--- src/rtl/clk_ctrl_pkg.sv ---
package clk_ctrl_pkg;
  localparam int unsigned REG_NUM  = 28;
  localparam int unsigned DATA_W   = 32;
  localparam int unsigned ADDR_W   = 12;
  localparam int unsigned REF_HZ   = 24_000_000;
  localparam int unsigned LOW_HZ   = 32_768;
  localparam int unsigned IDX_PLL  = 0;
  localparam int unsigned IDX_CTL  = 2;

  localparam int unsigned CC_ARMDIV = 30;
  localparam int unsigned CC_AHBDIV = 28;
  localparam int unsigned CC_BYPASS = 22;
  localparam int unsigned CC_ARMSRC = 14;

  localparam logic [2:0] QID_NONE   = 3'd0;
  localparam logic [2:0] QID_IPG    = 3'd1;
  localparam logic [2:0] QID_IPG_HI = 3'd2;
  localparam logic [2:0] QID_LOW    = 3'd3;

  function automatic logic [DATA_W-1:0] reset_val(input int unsigned idx);
    case (idx)
      0:        reset_val = 32'h800B_2C01;
      1:        reset_val = 32'h8404_2800;
      2:        reset_val = 32'hD003_0000;
      3:        reset_val = 32'h028A_0100;
      4:        reset_val = 32'h0400_8100;
      5:        reset_val = 32'h0000_0438;
      6, 7, 8, 9: reset_val = 32'h0101_0101;
      22:       reset_val = 32'h00A0_0000;
      23, 24:   reset_val = 32'h0000_A030;
      25:       reset_val = 32'h4300_0000;
      default:  reset_val = '0;
    endcase
  endfunction
endpackage

--- src/rtl/clk_ctrl_regfile.sv ---
module clk_ctrl_regfile
  import clk_ctrl_pkg::*;
#(
  parameter int unsigned N_REGS = REG_NUM,
  parameter int unsigned AW     = ADDR_W,
  parameter int unsigned DW     = DATA_W
) (
  input  logic          clk_i,
  input  logic          rst_ni,
  input  logic          req_i,
  input  logic          we_i,
  input  logic [AW-1:0] addr_i,
  input  logic [DW-1:0] wdata_i,
  output logic          rvalid_o,
  output logic [DW-1:0] rdata_o,
  output logic          err_o,
  output logic [DW-1:0] pll_word_o,
  output logic [DW-1:0] ctl_word_o,
  output logic          cfg_wr_o
);
  localparam int unsigned IDX_W = $clog2(N_REGS);
  localparam int unsigned LIMIT = N_REGS * 4;

  logic [DW-1:0]    regs [N_REGS];
  logic             in_win;
  logic [IDX_W-1:0] idx;
  logic             wr_en;
  logic [DW-1:0]    rd_word;

  assign in_win = (addr_i < AW'(LIMIT)) && (addr_i[1:0] == 2'b00);
  assign idx    = addr_i[IDX_W+1:2];
  assign wr_en  = req_i && we_i && in_win;
  assign cfg_wr_o = wr_en && ((idx == IDX_W'(IDX_PLL)) || (idx == IDX_W'(IDX_CTL)));

  for (genvar g = 0; g < N_REGS; g++) begin : g_reg
    always_ff @(posedge clk_i or negedge rst_ni) begin
      if (!rst_ni)                             regs[g] <= reset_val(g);
      else if (wr_en && idx == IDX_W'(g))      regs[g] <= wdata_i;
    end
  end

  always_comb begin
    rd_word = '0;
    for (int i = 0; i < N_REGS; i++) begin
      if (idx == IDX_W'(i)) rd_word = regs[i];
    end
  end

  always_ff @(posedge clk_i or negedge rst_ni) begin
    if (!rst_ni) begin
      rvalid_o <= 1'b0;
      rdata_o  <= '0;
      err_o    <= 1'b0;
    end else begin
      rvalid_o <= req_i;
      err_o    <= req_i && !in_win;
      rdata_o  <= (req_i && !we_i && in_win) ? rd_word : '0;
    end
  end

  assign pll_word_o = regs[IDX_PLL];
  assign ctl_word_o = regs[IDX_CTL];
endmodule

--- src/rtl/clk_seq_div.sv ---
module clk_seq_div #(
  parameter int unsigned NUM_W = 64,
  parameter int unsigned DEN_W = 16
) (
  input  logic             clk_i,
  input  logic             rst_ni,
  input  logic             start_i,
  input  logic [NUM_W-1:0] num_i,
  input  logic [DEN_W-1:0] den_i,
  output logic             done_o,
  output logic [NUM_W-1:0] quo_o
);
  localparam int unsigned CNT_W = $clog2(NUM_W + 1);

  logic [DEN_W-1:0] rem_q, den_q;
  logic [NUM_W-1:0] quo_q;
  logic [CNT_W-1:0] cnt_q;
  logic             busy_q;
  logic [DEN_W:0]   trial;
  logic             fits;

  assign trial = {rem_q, quo_q[NUM_W-1]};
  assign fits  = trial >= {1'b0, den_q};

  always_ff @(posedge clk_i or negedge rst_ni) begin
    if (!rst_ni) begin
      rem_q  <= '0;
      den_q  <= '0;
      quo_q  <= '0;
      cnt_q  <= '0;
      busy_q <= 1'b0;
      done_o <= 1'b0;
    end else if (start_i) begin
      rem_q  <= '0;
      den_q  <= den_i;
      quo_q  <= num_i;
      cnt_q  <= CNT_W'(NUM_W);
      busy_q <= 1'b1;
      done_o <= 1'b0;
    end else if (busy_q) begin
      rem_q  <= fits ? DEN_W'(trial - {1'b0, den_q}) : trial[DEN_W-1:0];
      quo_q  <= {quo_q[NUM_W-2:0], fits};
      cnt_q  <= cnt_q - 1'b1;
      busy_q <= (cnt_q != CNT_W'(1));
      done_o <= (cnt_q == CNT_W'(1));
    end else begin
      done_o <= 1'b0;
    end
  end

  assign quo_o = quo_q;
endmodule

--- src/rtl/clk_freq_engine.sv ---
module clk_freq_engine
  import clk_ctrl_pkg::*;
#(
  parameter int unsigned REF   = REF_HZ,
  parameter int unsigned NUM_W = 64,
  parameter int unsigned DEN_W = 16
) (
  input  logic        clk_i,
  input  logic        rst_ni,
  input  logic        start_i,
  input  logic [31:0] pll_word_i,
  input  logic [31:0] ctl_word_i,
  output logic [31:0] pll_hz_o,
  output logic [31:0] cpu_hz_o,
  output logic [31:0] ahb_hz_o,
  output logic [31:0] ipg_hz_o,
  output logic        valid_o
);
  typedef enum logic [1:0] {ST_IDLE, ST_PLL, ST_CPU, ST_AHB} st_e;

  st_e              st_q;
  logic             src_q;
  logic [1:0]       armdiv_q, ahbdiv_q;
  logic             div_start, div_done;
  logic [NUM_W-1:0] div_num, div_quo;
  logic [DEN_W-1:0] div_den;

  logic [3:0]       mfi, mfi_eff;
  logic [9:0]       mfn;
  logic [10:0]      mfd1;
  logic [4:0]       pd1;
  logic [NUM_W-1:0] pll_num;
  logic [DEN_W-1:0] pll_den;

  function automatic logic [NUM_W-1:0] scale(input logic [NUM_W-1:0] x, input logic src);
    scale = src ? ((x * NUM_W'(3)) >> 2) : x;
  endfunction

  assign mfn     = pll_word_i[9:0];
  assign mfi     = pll_word_i[13:10];
  assign mfi_eff = (mfi < 4'd5) ? 4'd5 : mfi;
  assign mfd1    = {1'b0, pll_word_i[25:16]} + 11'd1;
  assign pd1     = {1'b0, pll_word_i[29:26]} + 5'd1;
  assign pll_num = NUM_W'(2 * REF) * (NUM_W'(mfi_eff) * NUM_W'(mfd1) + NUM_W'(mfn));
  assign pll_den = DEN_W'(mfd1) * DEN_W'(pd1);

  always_comb begin
    div_start = 1'b0;
    div_num   = '0;
    div_den   = '0;
    if (start_i) begin
      div_start = 1'b1;
      if (ctl_word_i[CC_BYPASS]) begin
        div_num = scale(NUM_W'(REF), ctl_word_i[CC_ARMSRC]);
        div_den = DEN_W'(ctl_word_i[CC_ARMDIV+:2]) + DEN_W'(1);
      end else begin
        div_num = pll_num;
        div_den = pll_den;
      end
    end else if (div_done && st_q == ST_PLL) begin
      div_start = 1'b1;
      div_num   = scale(NUM_W'(div_quo[31:0]), src_q);
      div_den   = DEN_W'(armdiv_q) + DEN_W'(1);
    end else if (div_done && st_q == ST_CPU) begin
      div_start = 1'b1;
      div_num   = NUM_W'(div_quo[31:0]);
      div_den   = DEN_W'(ahbdiv_q) + DEN_W'(1);
    end
  end

  clk_seq_div #(.NUM_W(NUM_W), .DEN_W(DEN_W)) u_div (
    .clk_i   (clk_i),
    .rst_ni  (rst_ni),
    .start_i (div_start),
    .num_i   (div_num),
    .den_i   (div_den),
    .done_o  (div_done),
    .quo_o   (div_quo)
  );

  always_ff @(posedge clk_i or negedge rst_ni) begin
    if (!rst_ni) begin
      st_q     <= ST_IDLE;
      src_q    <= 1'b0;
      armdiv_q <= '0;
      ahbdiv_q <= '0;
      pll_hz_o <= '0;
      cpu_hz_o <= '0;
      ahb_hz_o <= '0;
      ipg_hz_o <= '0;
      valid_o  <= 1'b0;
    end else if (start_i) begin
      valid_o  <= 1'b0;
      src_q    <= ctl_word_i[CC_ARMSRC];
      armdiv_q <= ctl_word_i[CC_ARMDIV+:2];
      ahbdiv_q <= ctl_word_i[CC_AHBDIV+:2];
      if (ctl_word_i[CC_BYPASS]) begin
        pll_hz_o <= REF;
        st_q     <= ST_CPU;
      end else begin
        st_q     <= ST_PLL;
      end
    end else if (div_done) begin
      case (st_q)
        ST_PLL: begin
          pll_hz_o <= div_quo[31:0];
          st_q     <= ST_CPU;
        end
        ST_CPU: begin
          cpu_hz_o <= div_quo[31:0];
          st_q     <= ST_AHB;
        end
        ST_AHB: begin
          ahb_hz_o <= div_quo[31:0];
          ipg_hz_o <= div_quo[31:0] >> 1;
          valid_o  <= 1'b1;
          st_q     <= ST_IDLE;
        end
        default: st_q <= ST_IDLE;
      endcase
    end
  end
endmodule

--- src/rtl/clk_freq_query.sv ---
module clk_freq_query
  import clk_ctrl_pkg::*;
(
  input  logic        clk_i,
  input  logic        rst_ni,
  input  logic        q_req_i,
  input  logic [2:0]  q_id_i,
  input  logic [31:0] ipg_hz_i,
  output logic        q_valid_o,
  output logic [31:0] q_hz_o,
  output logic        q_unsup_o
);
  logic [31:0] hz_d;
  logic        unsup_d;

  always_comb begin
    hz_d    = '0;
    unsup_d = 1'b0;
    case (q_id_i)
      QID_NONE:            hz_d = '0;
      QID_IPG, QID_IPG_HI: hz_d = ipg_hz_i;
      QID_LOW:             hz_d = LOW_HZ;
      default:             unsup_d = 1'b1;
    endcase
  end

  always_ff @(posedge clk_i or negedge rst_ni) begin
    if (!rst_ni) begin
      q_valid_o <= 1'b0;
      q_hz_o    <= '0;
      q_unsup_o <= 1'b0;
    end else begin
      q_valid_o <= q_req_i;
      q_hz_o    <= q_req_i ? hz_d : '0;
      q_unsup_o <= q_req_i && unsup_d;
    end
  end
endmodule

--- src/rtl/clk_ctrl_regs.sv ---
module clk_ctrl_regs
  import clk_ctrl_pkg::*;
(
  input  logic        clk_i,
  input  logic        rst_ni,
  input  logic        req_i,
  input  logic        we_i,
  input  logic [11:0] addr_i,
  input  logic [31:0] wdata_i,
  output logic        rvalid_o,
  output logic [31:0] rdata_o,
  output logic        err_o,
  input  logic        q_req_i,
  input  logic [2:0]  q_id_i,
  output logic        q_valid_o,
  output logic [31:0] q_hz_o,
  output logic        q_unsup_o,
  output logic [31:0] pll_hz_o,
  output logic [31:0] cpu_hz_o,
  output logic [31:0] ahb_hz_o,
  output logic [31:0] ipg_hz_o,
  output logic        freq_valid_o
);
  logic [31:0] pll_word, ctl_word;
  logic        cfg_wr;
  logic        kick_q;

  clk_ctrl_regfile #(.N_REGS(REG_NUM), .AW(ADDR_W), .DW(DATA_W)) u_regs (
    .clk_i      (clk_i),
    .rst_ni     (rst_ni),
    .req_i      (req_i),
    .we_i       (we_i),
    .addr_i     (addr_i),
    .wdata_i    (wdata_i),
    .rvalid_o   (rvalid_o),
    .rdata_o    (rdata_o),
    .err_o      (err_o),
    .pll_word_o (pll_word),
    .ctl_word_o (ctl_word),
    .cfg_wr_o   (cfg_wr)
  );

  // recompute once after reset and after each clock-tree write
  always_ff @(posedge clk_i or negedge rst_ni) begin
    if (!rst_ni) kick_q <= 1'b1;
    else         kick_q <= cfg_wr;
  end

  clk_freq_engine #(.REF(REF_HZ), .NUM_W(64), .DEN_W(16)) u_eng (
    .clk_i      (clk_i),
    .rst_ni     (rst_ni),
    .start_i    (kick_q),
    .pll_word_i (pll_word),
    .ctl_word_i (ctl_word),
    .pll_hz_o   (pll_hz_o),
    .cpu_hz_o   (cpu_hz_o),
    .ahb_hz_o   (ahb_hz_o),
    .ipg_hz_o   (ipg_hz_o),
    .valid_o    (freq_valid_o)
  );

  clk_freq_query u_query (
    .clk_i     (clk_i),
    .rst_ni    (rst_ni),
    .q_req_i   (q_req_i),
    .q_id_i    (q_id_i),
    .ipg_hz_i  (ipg_hz_o),
    .q_valid_o (q_valid_o),
    .q_hz_o    (q_hz_o),
    .q_unsup_o (q_unsup_o)
  );
endmodule

--- config.mk ---
export PLATFORM = sky130hd
export DESIGN_NAME = clk_ctrl_regs
export DESIGN_NICKNAME = d
export VERILOG_FILES = /design/src/rtl/clk_ctrl_pkg.sv /design/src/rtl/clk_ctrl_regfile.sv /design/src/rtl/clk_seq_div.sv /design/src/rtl/clk_freq_engine.sv /design/src/rtl/clk_freq_query.sv /design/src/rtl/clk_ctrl_regs.sv
export SDC_FILE = /design/constraint.sdc
export NUM_CORES = 2
export LEC_CHECK = 0
export BUFFER_PORTS_ARGS = -buffer_cell sky130_fd_sc_hd__buf_2
export CAP_MARGIN = 20
export CORE_ASPECT_RATIO = 0.9
export CORE_MARGIN = 3
export CORE_UTILIZATION = 45
export DETAILED_ROUTE_END_ITERATION = 8
export PLACE_DENSITY = 0.6
export SYNTH_ARGS = -nofsm -noshare
export SYNTH_HDL_FRONTEND = slang
export SYNTH_SLANG_ARGS = --single-unit
--- constraint.sdc ---
create_clock -name clk_i -period 13.32 [get_ports clk_i]
set_input_delay 1.332 -clock clk_i [delete_from_list [all_inputs] [get_ports clk_i]]
set_output_delay 1.332 -clock clk_i [all_outputs]
set_load 0.05 [all_outputs]
=== Yosys cells after proc, flatten, opt, wreduce, memory -nomap -nowiden ===
Cells that the tools add are included.

* Bits in registers: 1205
* Output and inout bits: 197
* Logic and storage cells: 228
* Input port bits: 52

* Reduce and logical (&&, ||, !) cells: 55
* Multiplexer cells: 68
* $add $sub $neg: 8
* Bitwise operators: 1
* Multiply operators: 4
* Equality and inequality tests: 38
* Magnitude comparators: 3

{| class="wikitable"
|+ Operators with widths
! kind !! number
|-
| 32-bit 2-to-1 mux || 35
|-
| 64-bit 2-to-1 mux || 5
|-
| 16-bit 2-to-1 mux || 7
|-
| 16-bit by 64-bit multiplier with 54-bit output (first input constant) || 1
|-
| 31-bit one-hot mux with 2 select lines || 1
|-
| 5-bit == test (second input constant) || 12
|-
| 5-bit by 4-bit == test with 1-bit output (second input constant) || 8
|-
| 1-bit logical AND || 38
|-
| 32-bit by 2-bit multiplier with 34-bit output (second input constant) || 1
|-
| 31-bit 2-to-1 mux || 1
|-
| 23-bit 2-to-1 mux || 1
|-
| 5-bit by 3-bit == test with 1-bit output (second input constant) || 4
|-
| 17-bit by 16-bit >= comparator with 1-bit output || 1
|-
| 15-bit by 10-bit adder with 16-bit output || 1
|-
| 11-bit by 5-bit multiplier with 16-bit output || 1
|-
| 16-bit subtractor || 1
|-
| 4-bit by 11-bit multiplier with 15-bit output || 1
|-
| 7-bit 2-to-1 mux || 2
|-
| 12-bit by 7-bit less-than comparator with 1-bit output (second input constant) || 1
|-
| 3-bit AND reduction || 4
|-
| 10-bit by 1-bit adder with 11-bit output (second input constant) || 1
|-
| 1-bit 2-to-1 mux || 11
|-
| 5-bit by 2-bit == test with 1-bit output (second input constant) || 2
|-
| 2-bit by 1-bit adder with 3-bit output (second input constant) || 3
|-
| 26 further kinds || 34
|}

=== Logic depth before layout (Yosys ltp) ===
* Word-level depth: 30
* Depth in mapped cells: 39
* Depth with buffers taken out: 39

=== By module ===
A second synthesis with hierarchy kept.

* Cell total of the unflattened synthesis: 5755
* Area, all modules: 65355.2 um2

{| class="wikitable"
|+ Modules (own cells, without submodules)
! module !! times used !! cells an instance !! area an instance (um2) !! seq. area each (um2)
|-
| clk_ctrl_regfile || 1 || 3314 || 42675.9 || 23346.1
|-
| clk_freq_engine || 1 || 1781 || 15680.0 || 2602.5
|-
| clk_seq_div || 1 || 582 || 5647.9 || 2627.5
|-
| clk_freq_query || 1 || 77 || 1325.0 || 850.8
|-
| clk_ctrl_regs || 1 || 1 || 26.3 || 26.3
|}

=== Worst setup path before layout ===
Ideal clock, no wire load.

* Kind: flip-flop to flip-flop
* Start: reg u_regs.regs (netlist bit u_regs.pll_word_o[16])
* End: reg u_eng.u_div.quo_q[40] (netlist: u_eng.u_div.quo_o[40])
* Clock period less this slack: 9.570 ns
* Stages on the path, launching flop included: 40
* Buffers on the path: 0
* Arrival: 9.483 ns
* Setup slack: 3.750 ns
* Data required time: 13.233 ns
* Path through: dfstp_2 -> ha_1 -> nand3_1 -> inv_1 -> nand3_1 -> or2_2 -> xor2_1 -> nor2_1 -> fa_1 -> inv_1 -> fa_1 -> fa_1 -> inv_1 -> ha_1 -> nand3_1 -> a211oi_1 -> or3_1 -> a41o_1 -> [4 not listed] -> inv_1 -> fa_1 -> inv_1 -> fa_1 -> fa_1 -> inv_1 -> fa_1 -> inv_1 -> ha_1 -> o21a_1 -> or2_2 -> nand2_1 -> a21oi_1 -> o31ai_2 -> o22ai_1 -> o21a_1 -> or4_1 -> o211ai_1

* Longest elaborated chain between the ends: 7

{| class="wikitable"
|+ Ends and longest elaborated chain
! element !! line !! RTL
|-
| start: declaration || clk_ctrl_regfile.sv:24 || <nowiki>logic [DW-1:0] regs [N_REGS];</nowiki>
|-
| start signal: indexed assignment || clk_ctrl_regfile.sv:37 || <nowiki>if (!rst_ni) regs[g] <= reset_val(g);</nowiki>
|-
| start signal: indexed assignment || clk_ctrl_regfile.sv:38 || <nowiki>else if (wr_en && idx == IDX_W'(g)) regs[g] <= wdata_i;</nowiki>
|-
| 10-bit by 1-bit adder with 11-bit output || clk_freq_engine.sv:42 || <nowiki>assign mfd1 = {1'b0, pll_word_i[25:16]} + 11'd1;</nowiki>
|-
| 4-bit by 11-bit multiplier with 15-bit output || clk_freq_engine.sv:44 || <nowiki>assign pll_num = NUM_W'(2 * REF) * (NUM_W'(mfi_eff) * NUM_W'(mfd1) + NUM_W'(mfn));</nowiki>
|-
| 15-bit by 10-bit adder with 16-bit output || clk_freq_engine.sv:44 ||
|-
| 16-bit by 64-bit multiplier with 54-bit output || clk_freq_engine.sv:44 ||
|-
| 64-bit 2-to-1 mux || clk_freq_engine.sv:53 || <nowiki>if (ctl_word_i[CC_BYPASS]) begin</nowiki>
|-
| 64-bit 2-to-1 mux || clk_freq_engine.sv:51 || <nowiki>if (start_i) begin</nowiki>
|-
| 64-bit 2-to-1 mux || clk_seq_div.sv:33 || <nowiki>end else if (start_i) begin</nowiki>
|-
| end signal: assignment || clk_seq_div.sv:36 || <nowiki>quo_q <= num_i;</nowiki>
|-
| end signal: assignment || clk_seq_div.sv:42 || <nowiki>quo_q <= {quo_q[NUM_W-2:0], fits};</nowiki>
|-
| end: declaration || clk_seq_div.sv:16 || <nowiki>logic [NUM_W-1:0] quo_q;</nowiki>
|}

Every way passes these cells.
A chain may end at the register's enable or synchronous reset.

=== Final worst setup path ===
* Start: reg u_regs.regs (netlist bit u_regs.pll_word_o[16])
* End: reg u_eng.u_div.quo_q[41] (netlist: u_eng.u_div.quo_o[41])

The elaborated chain is that of the path after synthesis.

==> results.md <==
- Status: completed
- Total Routing Usage GR: 24.4%
- Slowest stage delay, CP: 0.66 ns
- Initial DRT Pass Iterations: 5
- Worst skew pair latency: 0.78 ns
- Post_cts resized: 0
- Tightest Pin Transition: 0.963 ns
- FILL cells: 12000
- First-pass GRT wire length: 264 mm
- Max Cap Viol: 0
- CP max FO: 14
- Maximum number of pins on one net before global-route repair: 163
- Final Hold Viols: 0
- TNS Setup: 0 ns
- FF+latch count, synth: 1173
- Layout area overhead: 11.3%
- Pwr/cell area: 114 nW/µm²
- FP Rows: 127
- Relative slew slack: 35.8%
- Post-synth EDFFs: 0
- Top FF cell, synth: dfrtp_1
- Ys Warns: 0
- Critical Path Start Type: flip-flop
- Lkg Pwr: 34.8 nW
- Data arrival, critical path: 11.03 ns
- NumNets Final: 5689
- # port buffers: 246
- GP Congestion: 0.875
- Async set or reset register ratio after synthesis: 100%
- Fin crit period: 10.49 ns
- CTS Buf Count: 120
- Unrepaired setup endpoints after global routing: false
- CTS clk-pin slew, worst paths: 0.06 ns
- Final count of negative-setup-slack endpoints: 0
- Post-DP HPWL: 112 mm
- Worst vdd ir: 0.128 mV
- Final wirelength: 173 mm
- Routed via count: 41400
- # DRC: 0
- Die area: 141000 µm²
- Die height: 356 µm
- Max Freq: 0.0953 GHz
- Sequential cell area fraction in the yosys report: 48.0%
- Synth area leader: dfrtp_1
- Syn Area/Cell: 11.8 µm²
- Clock Tree Root: clkbuf_16
- Cell mode on critical path: fa_1
- Hold_buf cts: 0
- Starting Density: 45.7%
- Hold crit path type: flip-flop to flip-flop
- Top cell type's share of synthesized area: 45.5%
- IO Count: 249
- Critical Path RT: 13.86 ns
- Remaining Overflow, GRT: 0
- DRT antenna net count: 0
- Synth unique cells: 95
- Crit-path slowest cell: dfstp_2
- Layout cells sized above 1: 30.7%
- H-tree Lvls: 3
- Number of global-route vias before repair: 42000
- CP Class: flip-flop to flip-flop
- Initial antenna violation count: 4
- Final period util: 78.7%
- Wirelength per Cell: 24.2 µm
- Post-CTS Setup Bufs: 0
- Core Region: 134000 µm²
- CTS tree: built
- Cell Area, Synth: 61200 µm²
- Hold Slack: 0.467 ns
- CTS Buffer Depth: 3
- Cell count after synthesis: 5172
- Final Max Tran Viols: 0
- Crit end category: flip-flop
- Via density: 5.79
- Die width: 395 µm
- DRT iter0 DRCs: 2953
- Final Skew: 0.0975 ns
- CTS Sinks: 1173
- Synth top area cells: dfrtp_1 (45%), mux2_2 (18%), fa_1 (5.1%)
-- area by class of cell --
type                            instances  area, µm²  share of cell area [%]
Clock inverter                         41        627                   0.919
Clock buffer                          182       3550                    5.20
Inverter                              312       1170                    1.72
Multi-Input combinational cell       3296      29100                    42.7
Tap cell                             1806       2260                    3.31
Antenna cell                            2       5.00                 0.00734
Sequential cell                      1173      29400                    43.2
Timing Repair Buffer                  335       2010                    2.95
-- cell usage after synthesis, drive strengths merged (46+ instances only) --
| cell type | number |
|---|---|
| xnor2 | 57 |
| nor2 | 218 |
| fa | 155 |
| and2 | 62 |
| a22oi | 303 |
| dfrtp | 1113 |
| a21oi | 163 |
| dfstp | 60 |
| inv | 312 |
| mux2 | 961 |
| buf | 220 |
| o21ai | 141 |
| nand3 | 72 |
| clkbuf | 172 |
| a221oi | 50 |
| ha | 244 |
| nor3 | 46 |
| nand2 | 301 |
-- routing by layer --
| layer | vias to the layer above | routed length, µm | global-route usage [%] |
|---|---|---|---|
| met5 | - | 29 | 0 |
| met4 | 4 | 4720 | 6.50 |
| met3 | 277 | 10900 | 5.01 |
| met2 | 1149 | 80200 | 39.3 |
| met1 | 21400 | 76900 | 33.7 |
| li1 | 18500 | - | - |
-- layout by cell type, fill, tap and decap left out, types with 31 or more instances in the layout --
cell and n:
buf_4 81, nand3_1 72, ha_1 244, nand4_1 41, a21oi_1 162, mux2_2 957, nor2_1 190, clkbuf_8 31
xnor2_1 57, and2_1 60, buf_2 245, clkbuf_1 31, a221oi_1 49, a22oi_1 303, dfstp_2 60, nand2_1 276
xor2_1 36, o21ai_0 132, fa_1 155, inv_1 312, nor3_1 45, nor2b_1 34, clkbuf_16 120, mux2i_1 40
dfrtp_1 1112
-- flip-flops by register name, summed over array words and instances (netlist names), 2 cells and up --
register           cells
u_regs.rdata_o        32
u_eng.cpu_hz_o        32
u_eng.st_q             2
u_eng.u_div.quo_o     64
u_eng.u_div.cnt_q      7
u_eng.u_div.den_q     16
u_eng.u_div.rem_q     16
u_eng.ahb_hz_o        32
u_regs.ctl_word_o     32
u_eng.ahbdiv_q         2
u_regs.pll_word_o     32
u_eng.armdiv_q         2
u_eng.pll_hz_o        32
u_regs.regs          832
u_query.q_hz_o        31
-- logic make-up (layout without fill, tap and decap cells) --
family | after synthesis | count (layout) | synth area share (%)
muxes | 1003 | 1003 | 18.4
AOI/OAI and AO/OA | 926 | 926 | 10.7
DFF | 1173 | 1173 | 48.0
buffers and inverters | 704 | 870 | 4.79
and+or+nand+nor | 873 | 873 | 6.72
other | 1 | 4 | 0.00612
xor gates and xnor gates | 93 | 93 | 1.33
adders and majority gates | 399 | 399 | 10.1
-- where the power goes --
part / leakage (nW) / switching, mW / total (mW) / internal [mW]
combinational: 16.7 / 0.395 / 0.587 / 0.193
clock: 2.03 / 1.48 / 3.52 / 2.04
sequential: 16.1 / 0.0501 / 3.65 / 3.60
-- worst max-delay path: cells and delay by family, from the launching register on --
kind            cells  cell delay, ns
compound gates      9            2.01
xor+xnor            2            0.87
fa+ha+maj          12            5.15
buf+inv             5            0.26
flops               1            0.66
simple gates        8            1.39
-- worst paths after layout --
| kind | start | endpoint | slack (ns) | cells past startpoint |
|---|---|---|---|---|
| worst min-delay path | u_eng.u_div.quo_o[46]$_DFFE_PN0P_ | u_eng.u_div.quo_o[47]$_DFFE_PN0P_ | 0.47 | 2 |
| min in group asynchronous | rst_ni | u_query.q_hz_o[6]$_DFF_PN0_ | 0.53 | 1 |
| max in group asynchronous | rst_ni | u_regs.rdata_o[14]$_DFF_PN0_ | 10.31 | 3 |
| worst max-delay path | u_regs.pll_word_o[16]$_DFFE_PN1P_ | u_eng.u_div.quo_o[41]$_DFFE_PN0P_ | 2.83 | 36 |
| worst min register to register | u_eng.u_div.quo_o[46]$_DFFE_PN0P_ | u_eng.u_div.quo_o[47]$_DFFE_PN0P_ | 0.47 | 2 |
| worst max register to register | u_regs.pll_word_o[16]$_DFFE_PN1P_ | u_eng.u_div.quo_o[41]$_DFFE_PN0P_ | 2.83 | 36 |
-- stage by stage --
stage	power [mW]	instances	setup slack (ns)	area (µm²)	utilization [%]
floorplan	4.08	5173	3.75	61300	-
global placement	4.30	6916	2.98	63900	47.6
detailed placement	4.30	6920	2.82	64000	47.7
CTS	7.83	7143	2.82	68100	50.8
global route	8.06	7145	2.13	68200	50.8
finish	7.76	7147	2.83	68200	50.8
(Power assumes the default switching activity.)
